File: src/rtl/busrd_pkg.sv
package busrd_pkg;

    typedef enum logic [2:0] {
        PH_IDLE = 3'd0,
        PH_T1   = 3'd1,
        PH_T2   = 3'd2,
        PH_TW   = 3'd3,
        PH_T3   = 3'd4
    } phase_e;

endpackage

File: src/rtl/busrd_seq.sv
module busrd_seq
    import busrd_pkg::*;
#(
    parameter int ADDR_W = 16
) (
    input  logic              clk,
    input  logic              rst_n,
    input  logic              start,
    input  logic [ADDR_W-1:0] addr_in,
    input  logic              wait_in,
    output logic [ADDR_W-1:0] addr_out,
    output logic              mreq_n,
    output logic              rd_n,
    output logic              cap_en
);

    typedef struct packed {
        phase_e            ph;
        logic [ADDR_W-1:0] addr;
        logic              mreq_n;
        logic              rd_n;
    } seq_t;

    seq_t s_d, s_q;

    always_comb begin
        s_d = s_q;
        unique case (s_q.ph)
            PH_IDLE: begin
                if (start) begin
                    s_d.ph   = PH_T1;
                    s_d.addr = addr_in;
                end
            end
            PH_T1: begin
                s_d.ph     = PH_T2;
                s_d.mreq_n = 1'b0;
                s_d.rd_n   = 1'b0;
            end
            PH_T2, PH_TW: begin
                s_d.ph = wait_in ? PH_TW : PH_T3;
            end
            PH_T3: begin
                s_d.ph     = PH_IDLE;
                s_d.mreq_n = 1'b1;
                s_d.rd_n   = 1'b1;
            end
            default: begin
                s_d.ph     = PH_IDLE;
                s_d.mreq_n = 1'b1;
                s_d.rd_n   = 1'b1;
            end
        endcase
    end

    always_ff @(posedge clk) begin
        if (!rst_n) begin
            s_q.ph     <= PH_IDLE;
            s_q.addr   <= '0;
            s_q.mreq_n <= 1'b1;
            s_q.rd_n   <= 1'b1;
        end else begin
            s_q <= s_d;
        end
    end

    assign addr_out = s_q.addr;
    assign mreq_n   = s_q.mreq_n;
    assign rd_n     = s_q.rd_n;
    assign cap_en   = (s_q.ph == PH_T3);

endmodule

File: src/rtl/busrd_capture.sv
module busrd_capture #(
    parameter int DATA_W = 8
) (
    input  logic              clk,
    input  logic              rst_n,
    input  logic              cap_en,
    input  logic [DATA_W-1:0] data_in,
    output logic              done,
    output logic [DATA_W-1:0] data_out
);

    typedef struct packed {
        logic              done;
        logic [DATA_W-1:0] data;
    } cap_t;

    cap_t c_d, c_q;

    always_comb begin
        c_d      = c_q;
        c_d.done = cap_en;
        if (cap_en) begin
            c_d.data = data_in;
        end
    end

    always_ff @(posedge clk) begin
        if (!rst_n) begin
            c_q.done <= 1'b0;
            c_q.data <= '0;
        end else begin
            c_q <= c_d;
        end
    end

    assign done     = c_q.done;
    assign data_out = c_q.data;

endmodule

File: src/rtl/busrd_master.sv
module busrd_master #(
    parameter int ADDR_W = 16,
    parameter int DATA_W = 8
) (
    input  logic              clk,
    input  logic              rst_n,
    input  logic              req_start,
    input  logic [ADDR_W-1:0] req_addr,
    output logic              rsp_done,
    output logic [DATA_W-1:0] rsp_data,
    output logic [ADDR_W-1:0] bus_addr,
    output logic              bus_mreq_n,
    output logic              bus_rd_n,
    input  logic              bus_wait,
    input  logic [DATA_W-1:0] bus_data
);

    logic cap_en;

    busrd_seq #(.ADDR_W(ADDR_W)) u_seq (
        .clk      (clk),
        .rst_n    (rst_n),
        .start    (req_start),
        .addr_in  (req_addr),
        .wait_in  (bus_wait),
        .addr_out (bus_addr),
        .mreq_n   (bus_mreq_n),
        .rd_n     (bus_rd_n),
        .cap_en   (cap_en)
    );

    busrd_capture #(.DATA_W(DATA_W)) u_cap (
        .clk      (clk),
        .rst_n    (rst_n),
        .cap_en   (cap_en),
        .data_in  (bus_data),
        .done     (rsp_done),
        .data_out (rsp_data)
    );

endmodule

File: config.mk
export PLATFORM = sky130hd
export DESIGN_NAME = busrd_master
export DESIGN_NICKNAME = d
export VERILOG_FILES = /design/src/rtl/busrd_pkg.sv /design/src/rtl/busrd_seq.sv /design/src/rtl/busrd_capture.sv /design/src/rtl/busrd_master.sv
export SDC_FILE = /design/constraint.sdc
export NUM_CORES = 1
export LEC_CHECK = 0
export ABC_CLOCK_PERIOD_IN_PS = 3400
export BUFFER_PORTS_ARGS = -buffer_cell sky130_fd_sc_hd__buf_2
export CORE_UTILIZATION = 49
export CTS_CLUSTER_DIAMETER = 100
export DETAILED_ROUTE_END_ITERATION = 12
export PLACE_DENSITY = 0.82
export SLEW_MARGIN = 5
export SYNTH_ARGS = -nofsm -noshare
export SYNTH_HDL_FRONTEND = slang
export SYNTH_HIERARCHICAL = 1
export SYNTH_SLANG_ARGS = --single-unit
File: constraint.sdc
create_clock -name clk -period 3.4 [get_ports clk]
set_input_delay 0.68 -clock clk [delete_from_list [all_inputs] [get_ports clk]]
set_output_delay 0.68 -clock clk [all_outputs]
set_load 0.02 [all_outputs]
# ---- Word level (Yosys, flattened, before mapping)
# Cells that the tools add are included.
# Widths: inputs -> output; s select.
dict set report classes {
  eq_ne 5
  mux 4
  reduce_logical 4
}
# op count
set ops {}
lappend ops {{$mux 19} 1}
lappend ops {{$pmux 3 s3} 1}
lappend ops {{$eq 3x2->1 const B} 2}
lappend ops {{$pmux 2 s2} 1}
lappend ops {{$eq 3x1->1 const B} 1}
lappend ops {{$eq 3x3->1 const B} 1}
lappend ops {{$logic_not 3->1} 1}
lappend ops {{$mux 3} 1}
lappend ops {{$reduce_or 3->1} 1}
lappend ops {{$ne 2x2->1 const B} 1}
lappend ops {{$reduce_and 2->1} 1}
lappend ops {{$reduce_or 2->1} 1}
dict set report totals {
  register_bits 30
  in_bits 28
  output_inout_bits 27
  wordCells 19
}

# ---- Longest topological paths before layout
dict set report depth {
  word_depth 3
  depth_mapped 4
  ltp_nobuf 3
}

# ---- Hierarchy
# The synthesis kept the hierarchy.
# mod instances cells_per_inst area_per_inst_um2
set modules_own_cells {}
lappend modules_own_cells {busrd_seq 1 101 927.1}
lappend modules_own_cells {busrd_capture 1 27 329.1}

# ---- Worst setup path after synthesis
# No wires, ideal clock.
dict set report synth_timing {
  kind {input to register}
  start {input req_start}
  end {register u_seq.s_q (netlist bit u_seq/addr_out[0])}
  setup_ps 72
  t_arrival_ps 1339
  required_ps 3328
  setup_slack_ps 1990
  cell_stages 4
  cell_sequence {nor4b_2 > buf_4 > buf_12 > mux2i_1}
}
dict set report synth_via {
  elab_chain_len 1
}
# element line_no
set synth_rtl {}
lappend synth_rtl {{start, declared} busrd_master.sv:7} ;# input logic req_start,
lappend synth_rtl {{$reduce_and 2->1 (no source line)} --}
lappend synth_rtl {{end, declared} busrd_seq.sv:24} ;# seq_t s_d, s_q;
# No other way between the ends.
# A chain may end at the register's enable or synchronous reset.

# ---- Worst setup path after layout
dict set report layout_timing {
  start {register, netlist name u_seq/mreq_n}
  end {output bus_mreq_n}
}
# element line_no
set layout_lines {}
lappend layout_lines {{end, declared} busrd_master.sv:12} ;# output logic bus_mreq_n,
# No word-level cell between the ends.

==> results_dict.tcl <==
set metrics [dict create \
    post_synth_fa_ha_maj_area_fraction_pct 0 \
    insertion_delay_ps 300 \
    worstHoldPathType "flip-flop to flip-flop" \
    finalHoldWorstSlack_ps 460 \
    outcome "finished clean" \
    multiInputGateArea_um2 500 \
    number_of_enable_flip_flop_cells_after_synthesis 0 \
    routed_wire_length_per_instance_um 10.7 \
    leakagePower_nw 0.702 \
    setup.worst_path.end_class "output pin" \
    synth.area.mux_share_pct 19.1 \
    start_util_pct 54.2 \
    proportion_of_layout_cells_with_a_drive_suffix_above_1_pct 38.9 \
    synthesis.area_mm2 0.00126 \
    synth-xor-area-share_pct 0 \
    cts_tree "yes" \
    chipHeight_um 52.6 \
    worst_setup_path_start_kind "flip-flop" \
    drt-pass1-iter-count 3 \
    cp_data_arrival_time_ps 820 \
    setup_viol 0 \
    clock-root-buffer "clkbuf_4" \
    timing_worst_setup_path_type "flip-flop to output pin" \
    clock_skew_ps 2.51 \
    worst_setup_hold_path_clk_slew_ps 80 \
    warnings_synthesis 6 \
    dp_hpwl_um 1550 \
    worst_path_largest_cell_delay_ps 350 \
    fp-row-count 17 \
    final-max-slew-violation-count 0 \
    postSynthNetCount 156 \
    route.vias.total 908 \
    cp_cell_sequence "buf_2" \
    seq_area_frac_synth_pct 46.2 \
    dominant_combinational_cell_family_by_area_after_synthesis "multiplexers" \
    ioPinCount 55 \
    io_buffers 54 \
    synth_largest_type_area_fraction_pct 46.2 \
    first_pass_grt_wire_length_um 3050 \
    synth-seq-cells 29 \
    worst_path_max_delay_cell "dfxtp_1" \
    tightest_slew_ps 630 \
    synthToLayoutAreaGrowth_pct 15.9 \
    clockBufferDepth 2 \
    power.ir.vdd_worst_mv 0.280 \
    first_global_vias 769 \
    synth_top_flop_cell "dfxtp_1" \
    worst_slew_margin_rel_pct 58.0 \
    worst_endpoint_required_time_ps 2720 \
    initialDrtViolationCount 5 \
    synth-async-reset-ratio_pct 0 \
    synth_simple_gate_area_share_pct 18.6 \
    antenna_violating_nets_post_route 0 \
    max_cap_violations 0 \
    global_route.usage.total_pct 15.5 \
    cts_resized 0 \
    layout_worst_path_cycle_share_pct 44.2 \
    postSynthCellCount 128 \
    route.detailed.vias_per_inst 4.66 \
    routabilityCongestion 0.621 \
    design.final.nets 195 \
    path_max_fanout 3 \
    grt_setup_unrepaired "false" \
    cts_num_sinks 29 \
    antenna_found_initial 0 \
    yosys-top-cells-area "dfxtp_1, mux2i_1, buf_4" \
    yosysUniqueCellTypes 17 \
    placeableCoreArea_mm2 0.00232 \
    postSynthAreaPerCell_um2 9.81 \
    drc 0 \
    final.min_clock_period_ps 1500 \
    cpLargestDelayFamily "flip-flops" \
    fmax_ghz 0.665 \
    timing.critical_path.buf_inv 1 \
    num-fill-cells 216 \
    antenna_cells 0 \
    htree_num_levels 2 \
    cts_post_setup_buffers_inserted 0 \
    timing_hold_violations_final 0 \
    power.density_cell_area_mw_per_mm2 467 \
    post_cts_hold_buffers 0 \
    setup_tns_ps 0 \
    wl_um 2080 \
    register_area_um2 581 \
    globalRoute.totalOverflow 0 \
    inserted_clock_buffers 5 \
    post_synth_most_frequent_cells "nand2_1, dfxtp_1, mux2i_1, buf_4, nor2b_1" \
    synthMostInstantiatedCell "nand2_1" \
    dieWidth_um 52.6 \
    die-area_mm2 0.00277 \
    synth-compound-area-share_pct 1.39 \
    synth.largest_area_cell "dfxtp_1" \
    grt_start_max_net_pins 43 \
]
[cells by family (layout without fill, tap and decap cells)]
family	Yosys count	in the layout
buffers and inverters	24	63
DFF	29	29
and+or+nand+nor	48	48
muxes	24	24
AOI/OAI and AO/OA	3	3
[final timing paths]
| check | start | end | slack [ps] | cells past startpoint |
|---|---|---|---|---|
| min reg2reg | u_seq/addr_out[0] | u_seq/addr_out[0] | 460 | 2 |
| min | u_seq/addr_out[0] | u_seq/addr_out[0] | 460 | 2 |
| max reg2reg | u_seq/s_q[18] | u_seq/addr_out[8] | 2150 | 3 |
| max | u_seq/mreq_n | bus_mreq_n | 1900 | 1 |
[placed cells by master (no fill, tap or decap)]
master,n
buf_2,54
nand2_1,33
dfxtp_1,29
mux2i_1,24
nor2b_1,8
clkbuf_4,5
buf_4,2
nor3b_1,2
a21oi_1,2
clkbuf_1,1
clkbuf_8,1
and2_2,1
nor4b_4,1
or2b_1,1
nand2b_1,1
a21o_1,1
or3b_2,1
[metal layers]
layer	wire length, um	global-route usage (%)
met1	918	16.3
met2	982	26.6
met3	149	6.09
met4	31	7.89
met5	0	0
[per-stage QoR]
step / total power, W / instance area [um^2] / setup WS (ps) / std cells / util (%)
floorplan: 0.000476 / 1260 / 1990 / 128 / -
global placement: 0.000486 / 1400 / 1760 / 188 / 60.4
detailed placement: 0.000491 / 1400 / 1700 / 188 / 60.4
CTS: 0.000691 / 1460 / 1870 / 195 / 62.8
global route: 0.000714 / 1460 / 1840 / 195 / 62.8
finish: 0.000681 / 1460 / 1900 / 195 / 62.8
[cell type report]
| class | count | share of cell area (%) |
|---|---|---|
| multi-input cells | 75 | 34.4 |
| clock buffers | 7 | 3.78 |
| repair buffers | 56 | 19.6 |
| well taps | 28 | 2.41 |
| flip-flops and latches | 29 | 39.9 |
[worst min-delay path, delay by kind of cell (launching register included)]
family / cells / cell delay, ps
multiplexers: 1 / 50
flip-flops: 1 / 310
AND/OR/NAND/NOR: 1 / 50
[report_power, final]
part,switching (W),leakage [nW],internal (W)
sequential,0.0000114,0.237,0.000359
clock,0.000101,0.0314,0.0000974
combinational,0.0000617,0.434,0.0000495
[sequential cells by signal (all words and copies together), names as in the netlist]
name / count
u_seq/addr_out: 16
u_seq/s_q: 3
u_cap/data_out: 8
u_seq/mreq_n: 1
u_cap/done: 1
(Power assumes the default switching activity.)
